$ cat src/rtl/acc_alu_pkg.sv
package acc_alu_pkg;
  localparam int OP_W   = 5;
  localparam int FLAG_W = 8;
  localparam int N_OPS  = 16;

  // flag byte bit positions
  localparam int FB_SIGN = 7;
  localparam int FB_ZERO = 6;
  localparam int FB_HALF = 4;
  localparam int FB_PAR  = 2;
  localparam int FB_ONE  = 1;
  localparam int FB_CY   = 0;

  typedef enum logic [OP_W-1:0] {
    OP_ADD = 5'd0,  OP_ADC = 5'd1,  OP_SUB = 5'd2,  OP_SBB = 5'd3,
    OP_AND = 5'd4,  OP_XOR = 5'd5,  OP_OR  = 5'd6,  OP_CMP = 5'd7,
    OP_RLC = 5'd8,  OP_RRC = 5'd9,  OP_RAL = 5'd10, OP_RAR = 5'd11,
    OP_DAA = 5'd12, OP_CMA = 5'd13, OP_STC = 5'd14, OP_CMC = 5'd15
  } alu_op_e;
endpackage

$ cat src/rtl/acc_alu_addsub.sv
module acc_alu_addsub #(
  parameter int DATA_W = 8
) (
  input  logic [DATA_W-1:0] a_i,
  input  logic [DATA_W-1:0] b_i,
  input  logic              carry_i,
  input  logic              sub_i,
  input  logic              use_carry_i,
  output logic [DATA_W-1:0] res_o,
  output logic              carry_o,
  output logic              half_o
);
  localparam int NIB_W = DATA_W / 2;

  logic              cin_eff;
  logic [DATA_W:0]   full;
  logic [NIB_W:0]    low;

  always_comb begin
    cin_eff = use_carry_i & carry_i;
    if (sub_i) begin
      full    = {1'b0, a_i} - {1'b0, b_i} - {{DATA_W{1'b0}}, cin_eff};
      low     = {1'b0, a_i[NIB_W-1:0]} - {1'b0, b_i[NIB_W-1:0]} - {{NIB_W{1'b0}}, cin_eff};
      carry_o = full[DATA_W];        // borrow out
      half_o  = ~low[NIB_W];         // set when the low nibble did not borrow
    end else begin
      full    = {1'b0, a_i} + {1'b0, b_i} + {{DATA_W{1'b0}}, cin_eff};
      low     = {1'b0, a_i[NIB_W-1:0]} + {1'b0, b_i[NIB_W-1:0]} + {{NIB_W{1'b0}}, cin_eff};
      carry_o = full[DATA_W];
      half_o  = low[NIB_W];
    end
    res_o = full[DATA_W-1:0];
  end
endmodule

$ cat src/rtl/acc_alu_decadj.sv
module acc_alu_decadj #(
  parameter int DATA_W = 8
) (
  input  logic [DATA_W-1:0] a_i,
  input  logic              half_i,
  input  logic              carry_i,
  output logic [DATA_W-1:0] res_o,
  output logic              half_o,
  output logic              carry_o
);
  localparam int NIB_W = DATA_W / 2;
  localparam logic [DATA_W:0] ADJ_LO = (DATA_W+1)'(6);
  localparam logic [DATA_W:0] ADJ_HI = ADJ_LO << NIB_W;
  localparam logic [NIB_W-1:0] DIGIT_MAX = NIB_W'(9);

  logic            lo_fix, hi_fix, cy_mid;
  logic [NIB_W:0]  lo_sum;
  logic [DATA_W:0] step1, step2;

  always_comb begin
    lo_fix  = (a_i[NIB_W-1:0] > DIGIT_MAX) | half_i;
    lo_sum  = {1'b0, a_i[NIB_W-1:0]} + (NIB_W+1)'(6);
    step1   = {1'b0, a_i} + (lo_fix ? ADJ_LO : '0);
    half_o  = lo_fix ? lo_sum[NIB_W] : half_i;
    cy_mid  = carry_i | step1[DATA_W];
    hi_fix  = (step1[DATA_W-1:NIB_W] > DIGIT_MAX) | cy_mid;
    step2   = step1 + (hi_fix ? ADJ_HI : '0);
    carry_o = cy_mid | step2[DATA_W];   // sticky: only ever set here
    res_o   = step2[DATA_W-1:0];
  end
endmodule

$ cat src/rtl/acc_alu_bitwise.sv
module acc_alu_bitwise
  import acc_alu_pkg::*;
#(
  parameter int DATA_W = 8
) (
  input  alu_op_e           op_i,
  input  logic [DATA_W-1:0] a_i,
  input  logic [DATA_W-1:0] b_i,
  input  logic              carry_i,
  input  logic              half_i,
  output logic [DATA_W-1:0] res_o,
  output logic              we_o,
  output logic              carry_o,
  output logic              half_o,
  output logic              szp_o
);
  localparam int NIB_W = DATA_W / 2;

  logic [DATA_W-1:0] either;
  assign either = a_i | b_i;

  always_comb begin
    res_o   = a_i;
    we_o    = 1'b0;
    carry_o = carry_i;
    half_o  = half_i;
    szp_o   = 1'b0;
    case (op_i)
      OP_AND: begin
        res_o = a_i & b_i; we_o = 1'b1; szp_o = 1'b1;
        carry_o = 1'b0; half_o = either[NIB_W-1];
      end
      OP_XOR: begin
        res_o = a_i ^ b_i; we_o = 1'b1; szp_o = 1'b1;
        carry_o = 1'b0; half_o = 1'b0;
      end
      OP_OR: begin
        res_o = either; we_o = 1'b1; szp_o = 1'b1;
        carry_o = 1'b0; half_o = 1'b0;
      end
      OP_RLC: begin
        res_o = {a_i[DATA_W-2:0], a_i[DATA_W-1]}; we_o = 1'b1; carry_o = a_i[DATA_W-1];
      end
      OP_RRC: begin
        res_o = {a_i[0], a_i[DATA_W-1:1]}; we_o = 1'b1; carry_o = a_i[0];
      end
      OP_RAL: begin
        res_o = {a_i[DATA_W-2:0], carry_i}; we_o = 1'b1; carry_o = a_i[DATA_W-1];
      end
      OP_RAR: begin
        res_o = {carry_i, a_i[DATA_W-1:1]}; we_o = 1'b1; carry_o = a_i[0];
      end
      OP_CMA: begin
        res_o = ~a_i; we_o = 1'b1;
      end
      OP_STC: carry_o = 1'b1;
      OP_CMC: carry_o = ~carry_i;
      default: ;
    endcase
  end
endmodule

$ cat src/rtl/acc_alu_core.sv
module acc_alu_core
  import acc_alu_pkg::*;
#(
  parameter int               DATA_W   = 8,
  parameter logic [FLAG_W-1:0] FLAG_RST = 8'h02
) (
  input  logic              clk,
  input  logic              rst,
  input  logic [OP_W-1:0]   op_i,
  input  logic [DATA_W-1:0] acc_i,
  input  logic [DATA_W-1:0] opnd_i,
  input  logic [FLAG_W-1:0] flags_i,
  output logic [DATA_W-1:0] result_o,
  output logic              acc_we_o,
  output logic [FLAG_W-1:0] flags_o
);
  alu_op_e op;
  assign op = alu_op_e'(op_i);

  logic cy_in, half_in;
  assign cy_in   = flags_i[FB_CY];
  assign half_in = flags_i[FB_HALF];

  // arithmetic path
  logic              as_sub, as_usec, as_cy, as_half;
  logic [DATA_W-1:0] as_res;
  assign as_sub  = (op == OP_SUB) || (op == OP_SBB) || (op == OP_CMP);
  assign as_usec = (op == OP_ADC) || (op == OP_SBB);

  acc_alu_addsub #(.DATA_W(DATA_W)) u_addsub (
    .a_i(acc_i), .b_i(opnd_i), .carry_i(cy_in), .sub_i(as_sub),
    .use_carry_i(as_usec), .res_o(as_res), .carry_o(as_cy), .half_o(as_half)
  );

  // decimal adjust path
  logic [DATA_W-1:0] da_res;
  logic              da_cy, da_half;
  acc_alu_decadj #(.DATA_W(DATA_W)) u_decadj (
    .a_i(acc_i), .half_i(half_in), .carry_i(cy_in),
    .res_o(da_res), .half_o(da_half), .carry_o(da_cy)
  );

  // logic, rotate and carry-only path
  logic [DATA_W-1:0] bw_res;
  logic              bw_we, bw_cy, bw_half, bw_szp;
  acc_alu_bitwise #(.DATA_W(DATA_W)) u_bitwise (
    .op_i(op), .a_i(acc_i), .b_i(opnd_i), .carry_i(cy_in), .half_i(half_in),
    .res_o(bw_res), .we_o(bw_we), .carry_o(bw_cy), .half_o(bw_half), .szp_o(bw_szp)
  );

  // result select and flag assembly
  logic [DATA_W-1:0] res_d, szp_src;
  logic [FLAG_W-1:0] flags_d;
  logic              we_d, cy_d, half_d, szp_upd, sign_d, zero_d, par_d;

  always_comb begin
    res_d   = acc_i;
    we_d    = 1'b0;
    cy_d    = cy_in;
    half_d  = half_in;
    szp_upd = 1'b0;
    szp_src = acc_i;
    case (op)
      OP_ADD, OP_ADC, OP_SUB, OP_SBB: begin
        res_d = as_res; we_d = 1'b1; cy_d = as_cy; half_d = as_half;
        szp_upd = 1'b1; szp_src = as_res;
      end
      OP_CMP: begin
        cy_d = as_cy; half_d = as_half; szp_upd = 1'b1; szp_src = as_res;
      end
      OP_DAA: begin
        res_d = da_res; we_d = 1'b1; cy_d = da_cy; half_d = da_half;
        szp_upd = 1'b1; szp_src = da_res;
      end
      default: begin
        res_d = bw_res; we_d = bw_we; cy_d = bw_cy; half_d = bw_half;
        szp_upd = bw_szp; szp_src = bw_res;
      end
    endcase

    sign_d = szp_upd ? szp_src[DATA_W-1] : flags_i[FB_SIGN];
    zero_d = szp_upd ? ~|szp_src         : flags_i[FB_ZERO];
    par_d  = szp_upd ? ~^szp_src         : flags_i[FB_PAR];

    flags_d          = '0;
    flags_d[FB_SIGN] = sign_d;
    flags_d[FB_ZERO] = zero_d;
    flags_d[FB_HALF] = half_d;
    flags_d[FB_PAR]  = par_d;
    flags_d[FB_ONE]  = 1'b1;
    flags_d[FB_CY]   = cy_d;
  end

  always_ff @(posedge clk) begin
    if (rst) begin
      result_o <= '0;
      acc_we_o <= 1'b0;
      flags_o  <= FLAG_RST;
    end else begin
      result_o <= res_d;
      acc_we_o <= we_d;
      flags_o  <= flags_d;
    end
  end

  // ---------------- assertions ----------------
  logic arith_like;
  assign arith_like = (op == OP_ADD) || (op == OP_ADC) || (op == OP_SUB) || (op == OP_SBB) ||
                      (op == OP_AND) || (op == OP_XOR) || (op == OP_OR)  || (op == OP_DAA);

  p_fixed_bits_r2: assert property (@(posedge clk) disable iff (rst)
    (flags_o[FB_ONE] && !flags_o[5] && !flags_o[3]));

  p_parity_r3: assert property (@(posedge clk) disable iff (rst)
    arith_like |=> (flags_o[FB_PAR] == ~^result_o));

  p_zero_r3: assert property (@(posedge clk) disable iff (rst)
    arith_like |=> (flags_o[FB_ZERO] == (result_o == '0)));

  p_cmp_hold_r7: assert property (@(posedge clk) disable iff (rst)
    (op == OP_CMP) |=> (!acc_we_o && result_o == $past(acc_i)));

  p_logic_clear_r8: assert property (@(posedge clk) disable iff (rst)
    ((op == OP_OR) || (op == OP_XOR)) |=> (!flags_o[FB_CY] && !flags_o[FB_HALF]));

  p_cma_flags_r10: assert property (@(posedge clk) disable iff (rst)
    (op == OP_CMA) |=> ((flags_o & 8'hD5) == ($past(flags_i) & 8'hD5)));

  p_daa_sticky_r11: assert property (@(posedge clk) disable iff (rst)
    ((op == OP_DAA) && cy_in) |=> flags_o[FB_CY]);

  p_unused_r12: assert property (@(posedge clk) disable iff (rst)
    (op_i >= OP_W'(N_OPS)) |=> (!acc_we_o && result_o == $past(acc_i)));
endmodule

$ cat config.mk
export PLATFORM = sky130hd
export DESIGN_NAME = acc_alu_core
export DESIGN_NICKNAME = d
export VERILOG_FILES = /design/src/rtl/acc_alu_pkg.sv /design/src/rtl/acc_alu_addsub.sv /design/src/rtl/acc_alu_decadj.sv /design/src/rtl/acc_alu_bitwise.sv /design/src/rtl/acc_alu_core.sv
export SDC_FILE = /design/constraint.sdc
export NUM_CORES = 1
export LEC_CHECK = 0
export ABC_AREA = 1
export CAP_MARGIN = 25
export CORE_ASPECT_RATIO = 1.75
export CORE_MARGIN = 4
export CORE_UTILIZATION = 30
export DETAILED_ROUTE_END_ITERATION = 12
export DONT_BUFFER_PORTS = 1
export HOLD_SLACK_MARGIN = 0.15
export PLACE_DENSITY = 0.5
export REMOVE_ABC_BUFFERS = 1
export SKIP_LAST_GASP = 1
export SLEW_MARGIN = 20
export SYNTH_ARGS = -nofsm -noshare
export SYNTH_HDL_FRONTEND = slang
export SYNTH_HIERARCHICAL = 1
export SYNTH_SLANG_ARGS = --single-unit
export TNS_END_PERCENT = 5
$ cat constraint.sdc
create_clock -name clk -period 4 [get_ports clk]
set_clock_uncertainty 0.2 [all_clocks]
set_input_delay 0.2 -clock clk [delete_from_list [all_inputs] [get_ports clk]]
set_output_delay 0.2 -clock clk [all_outputs]
set_load 0.02 [all_outputs]
### After elaboration in Yosys (flattened, before gate mapping)

Index checks and enable logic that the tools add are counted.

| operators by class | value |
|---|---|
| shifts and indexed selects | 0 |
| order comparisons | 2 |
| $mul | 0 |
| equal/unequal tests | 15 |
| multiplexer cells | 20 |
| div/mod/pow operators | 0 |
| reductions and logical operators | 16 |
| bitwise gates (word level) | 11 |
| $add $sub $neg | 11 |

Operator list:

| kind | count |
|---|---|
| $pmux 8 s8 | 1 |
| $eq 5x4->1 const B | 8 |
| $pmux 8 s3 | 1 |
| $eq 5x3->1 const B | 4 |
| $pmux 8 s2 | 1 |
| $reduce_or 8->1 | 2 |
| $eq 5x2->1 const B | 2 |
| $reduce_or 5->1 | 2 |
| $add 8x8->9 | 1 |
| $add 8x9->9 | 1 |
| $add 9x1->9 | 1 |
| $add 9x9->9 | 1 |
| $mux 1 | 9 |
| $sub 8x8->9 | 1 |
| $sub 9x1->9 | 1 |
| $and 8x8->8 | 1 |
| $gt 4x4->1 const B | 2 |
| $mux 8 | 1 |
| $not 8->8 | 1 |
| $or 8x8->8 | 1 |
| $pmux 1 s2 | 4 |
| $reduce_xnor 8->1 | 1 |
| $xor 8x8->8 | 1 |
| $mux 7 | 1 |
| other kinds (18) | 26 |

| storage, ports and cells | value |
|---|---|
| memory bits (writable) | 0 |
| input port bits | 31 |
| output and inout port bits | 17 |
| ROM bits | 0 |
| latch bits | 0 |
| memories | 0 |
| register bits | 17 |

### Logic depth before layout (Yosys ltp)

| depth | value |
|---|---|
| word-level depth | 12 |
| mapped depth | 26 |
| depth with buffers taken out | 26 |

### By module

Netlist, hierarchy kept.

By module, submodules not included:

| module | times used | area each (um2) | seq. area each (um2) | cells each |
|---|---|---|---|---|
| acc_alu_bitwise | 1 | 1,094.8 | 0.0 | 196 |
| acc_alu_core | 1 | 1,064.8 | 280.3 | 153 |
| acc_alu_addsub | 1 | 1,054.8 | 0.0 | 183 |
| acc_alu_decadj | 1 | 322.8 | 0.0 | 48 |

### Least setup slack after synthesis

Ideal clock, no wire load.

| timing path | value |
|---|---|
| kind | input to register |
| start | input acc_i[2] |
| end | register flags_o[2] |
| path buffers | 0 |
| slack | 155 ps |
| required time | 3,729 ps |
| setup time | 71 ps |
| stages | 24 |
| arrival time | 3,574 ps |
| cell sequence | o21ai_0 > inv_1 > or2_2 > ha_1 > fa_1 > nand3_1 > xor2_1 > nand2_2 > nand2_1 > nand2_1 > ha_1 > inv_1 > fa_1 > nand3b_1 > nand2_1 > inv_1 > nor2_1 > a21oi_1 > and2_1 > ha_1 > xnor2_1 > xnor2_1 > nand2_1 > a21oi_1 |

| on the way | value |
|---|---|
| cells in the longest elaborated chain, start to end | 11 |

Ends and longest elaborated chain:

| element | line | source |
|---|---|---|
| from (decl) | acc_alu_core.sv:10 | `input logic [DATA_W-1:0] acc_i,` |
| $gt 4x4->1 | acc_alu_decadj.sv:21 | `lo_fix = (a_i[NIB_W-1:0] > DIGIT_MAX) \| half_i;` |
| $or 1x1->1 | acc_alu_decadj.sv:21 |  |
| $mux 3 | acc_alu_decadj.sv:23 | `step1 = {1'b0, a_i} + (lo_fix ? ADJ_LO : '0);` |
| $add 8x9->9 * | acc_alu_decadj.sv:23 |  |
| $gt 4x4->1 or $or 1x1->1 (tied branches) | acc_alu_decadj.sv:26, acc_alu_decadj.sv:25 |  |
| $or 1x1->1 | acc_alu_decadj.sv:26 | `hi_fix = (step1[DATA_W-1:NIB_W] > DIGIT_MAX) \| cy_mid;` |
| $mux 7 | acc_alu_decadj.sv:27 | `step2 = step1 + (hi_fix ? ADJ_HI : '0);` |
| $add 9x9->9 * | acc_alu_decadj.sv:27 |  |
| named net da_res[7] | acc_alu_core.sv:36 | `logic [DATA_W-1:0] da_res;` |
| $pmux 8 s2 * | acc_alu_core.sv:63 | `case (op)` |
| $reduce_xnor 8->1 * | acc_alu_core.sv:83 | `par_d = szp_upd ? ~^szp_src : flags_i[FB_PAR];` |
| $mux 1 * | acc_alu_core.sv:83 |  |
| to (signal assigned) | acc_alu_core.sv:102 | `flags_o <= flags_d;` |
| to (decl) | acc_alu_core.sv:15 | `output logic [FLAG_W-1:0] flags_o` |

Mark *: on every way through the listed nets, which the timed path passes. The rest lies on a longest branch.
A chain may end at the register's enable or synchronous reset.

### Final worst setup path

| timing path | value |
|---|---|
| start | input acc_i[2] |
| end | register flags_o[0] |

| on the way | value |
|---|---|
| cells in the longest elaborated chain, start to end | 10 |

Ends and longest elaborated chain:

| element | line | source |
|---|---|---|
| $gt 4x4->1 | acc_alu_decadj.sv:21 |  |
| $or 1x1->1 | acc_alu_decadj.sv:21 |  |
| $mux 3 | acc_alu_decadj.sv:23 |  |
| $add 8x9->9 * | acc_alu_decadj.sv:23 |  |
| $gt 4x4->1 or $or 1x1->1 (tied branches) | acc_alu_decadj.sv:26, acc_alu_decadj.sv:25 |  |
| $or 1x1->1 | acc_alu_decadj.sv:26 |  |
| $mux 7 | acc_alu_decadj.sv:27 |  |
| $add 9x9->9 | acc_alu_decadj.sv:27 |  |
| $or 1x1->1 * | acc_alu_decadj.sv:28 | `carry_o = cy_mid \| step2[DATA_W];` |
| named net da_cy | acc_alu_core.sv:37 | `logic da_cy, da_half;` |
| $pmux 1 s2 * | acc_alu_core.sv:63 |  |

Marked as above.

==> results.md <==
- Status: completed
- Area growth, synth to finish: 13.55%
- Row Count: 52
- Antenna violations before repair: 0
- Final Util: 34.68%
- Drt via density: 5.133
- Stages on worst setup path: 20
- Layout Nets: 685
- Reg power frac: 21.4%
- Die height: 151.6 um
- Clock period minus worst slack: 3.815 ns
- Worst path most repeated cell: nand2_1
- Post-route antenna net violation count: 0
- Cts bufs inserted: 3
- MaxCap Viol Count: 0
- GR Overflow Total: 0
- Hold Path Depth: 4
- Hold Path End: result_o[4]$_SDFF_PP0_
- Vias in the first global route: 3623
- Core Footprint: 11580 sq um
- Critical Path RT: 3.92 ns
- Clock Tree Buf Depth: 2
- Root buffer cell: clkbuf_16
- Setup-violating endpoint count in the final report: 0
- Tot Pwr: 824.3 uW
- Cells after DPL: 710
- Period utilization: 95.39%
- Switch Pwr: 338.7 uW
- Hold Violations, Final: 0
- PD cells: 205.2 nW/um^2
- RSZ-0062 raised after global routing: yes
- H-tree Lvls: 1
- Port bufs: 0
- Detailed Route WL: 11900 um
- Post-synth ARST share: 0%
- IO Pins: 48
- CP startpoint kind: input port
- Synth cell types: 41
- Initial DRC count: 269
- Fmax: 0.2621 GHz
- Slew margin rel.: 58.23%
- Share of cells above drive strength 1: 15.28%
- Switch share: 41.09%
- Crit-path leading delay family: buffers and inverters
- First-pass GRT wire length: 18670 um
- Ant. Diodes: 0
- Via count: 3783
- Finished Layout Cells: 737
- Register area share after synthesis: 7.924%
- Min-Delay Path Class: in2reg
- Post-synth design cell area: 3537 sq um
- VDD IR max: 0.0001187 V
- Comb pwr share: 54.1%
- Final Max Tran Viols: 0
- Int Pwr: 485.5 uW
- GRT Resource Usage Total: 17.10%
- Drt drc: 0
- Hold Crit Start: acc_i[4]
- Clock power frac: 24.5%
- Largest net degree at the start of global routing: 19
- Worst-margin pin slew: 0.6259 ns
- Crit path buf inv count: 5
- DRT Pass-1 Iters: 5
- Hpwl dp: 9396 um
- Yosys warns: 6
- Routability cong.: 0.8974
- Slowest stage delay, CP: 0.57 ns
- Yosys reg bits: 14
- EDFF count, synth: 0
- CP arrival: 3.74 ns
- CP Class: in2reg
- Crit-path slowest cell: dlygate4sd3_1
- CTS tree: built
- Primary FF master, synth: dfxtp_1
- Critical path capture point type: register
- DIE AREA: 13660 sq um
- Clock transition at path regs: 0.04 ns
- Starting Density: 30.54%
- Syn Inst Count: 580
- CP max FO: 13
- Synth Area per Inst: 6.099 sq um
- Leakage: 0.002156 uW
- Wirelength per Cell: 16.15 um
- Die span in x: 90.08 um
- CP cell instances: o21ai_0 -> inv_1 -> or2_2 -> ha_1 -> fa_2 -> nand3_2 -> xor2_2 -> nand2_2 -> nand2_1 -> nand2_1 -> buf_4 -> ha_1 -> nand2_1 -> inv_1 -> o21ai_2 -> nand2_1 -> nand4_1 -> dlygate4sd3_1 -> a31oi_1 -> dlygate4sd3_1
- Sink Count: 14
-- registers in the layout (all words and copies together), names as in the netlist --
signal	flops
result_o	8
acc_we_o	1
flags_o	5
-- power groups by stage --
stage          Clock (uW)  Combinational [uW]  Sequential, uW
6_report              202                 446             177
5_1_grt               209                 506             178
4_1_cts               205                 422             177
3_5_place_dp            0                 399             180
3_3_place_gp            0                 395             180
2_1_floorplan           0                 311             178
-- cells in the mapped netlist, types with 2 or more instances --
cell / count / share of area (%)
a21oi_1: 15 / 2.1
a21oi_2: 3 / 0.74
a31oi_1: 3 / 0.53
and2_1: 2 / 0.35
buf_4: 6 / 1.3
buf_6: 6 / 1.9
conb_1: 2 / 0.21
dfxtp_1: 14 / 7.9
fa_1: 6 / 3.4
ha_1: 45 / 16
inv_1: 94 / 10
inv_2: 11 / 1.2
nand2_1: 138 / 15
nand2_2: 11 / 1.9
nand2_4: 2 / 0.64
nand3_1: 59 / 8.3
nand3_2: 15 / 4.2
nand3b_1: 3 / 0.64
nand4_1: 26 / 4.6
nor2_1: 58 / 6.2
nor2_2: 7 / 1.2
nor2_4: 8 / 2.5
o21ai_0: 13 / 1.8
o21ai_1: 8 / 1.1
o21ai_2: 2 / 0.50
xnor2_1: 5 / 1.2
xor2_1: 4 / 0.99
-- worst min-delay path, stage by stage --
cell and delay [ns]:
nand3_1 0.07, nand3_2 0.11, a21oi_1 0.08, nor2_1 0.08
-- through the flow --
step           setup TNS [ns]  hold WS (ns)  setup slack (ns)  instance area (sq um)
2_1_floorplan               0       0.06907            0.1561                   3425
5_1_grt               -0.1121        0.1901          -0.06948                   4016
6_report                    0        0.1475            0.1845                   4016
4_1_cts                     0        0.1584           0.07532                   3935
3_3_place_gp        -0.008652       0.07424         -0.008652                   3646
3_5_place_dp          -0.1055       0.07734           -0.1055                   3646
-- cells in the final DEF, fill, tap and decap left out, drive strengths merged --
master	n
a21boi	1
a21oi	19
a31oi	3
and2	2
buf	10
clkbuf	4
clkinv	2
conb	3
dfxtp	14
dlygate4sd3	20
fa	6
ha	45
inv	106
nand2	151
nand3	75
nand3b	3
nand4	26
nor2	74
nor3	1
o211ai	1
o21a	1
o21ai	23
o21bai	1
o22ai	1
or2	1
xnor2	5
xor2	4
-- worst max path at each step --
stage / from / end / slack, ns
after floorplan: acc_i[2] / flags_o[2]$_SDFF_PP0_ / 0.16
after global placement: acc_i[2] / flags_o[2]$_SDFF_PP0_ / -0.009
after detailed placement: acc_i[2] / flags_o[2]$_SDFF_PP0_ / -0.11
after CTS: acc_i[2] / flags_o[0]$_SDFF_PP0_ / 0.08
after global routing: acc_i[2] / flags_o[2]$_SDFF_PP0_ / -0.07
final: acc_i[2] / flags_o[0]$_SDFF_PP0_ / 0.18
-- cells by family (layout without fill, tap and decap cells) --
family | Yosys count | count (layout) | share of synthesized area, %
AOI/OAI and AO/OA | 50 | 50 | 8.632
DFF | 14 | 14 | 7.924
and+or+nand+nor | 333 | 333 | 46.73
buffers and inverters | 121 | 142 | 14.96
adders and majority gates | 51 | 51 | 19.31
xor gates and xnor gates | 9 | 9 | 2.228
other | 2 | 3 | 0.2123
-- per-layer routing --
metal / share of wire, % / GRT usage [%] / up-vias
li1: - / - / 1884
met1: 36 / 17.54 / 1730
met2: 54 / 33.70 / 140
met3: 5.9 / 2.174 / 29
met4: 4.8 / 8.589 / 0
met5: 0 / 0 / -
-- what timing repair did --
item | 4_1_cts | 5_1_grt
gates resized for setup | 0 | 14
endpoints found under the hold margin | 14 | 0
setup endpoints to repair | 0 | 2
setup buffers | 0 | 3
hold buffers | 20 | 0
-- layout make-up --
type	count	area [sq um]
clock buffer	4	88.84
timing repair buffer	30	275.3
inverter	108	412.9
multi-input combinational	446	2790
sequential	14	280.3
fill	1319	7565
tap	135	168.9
(Power assumes the default switching activity.)
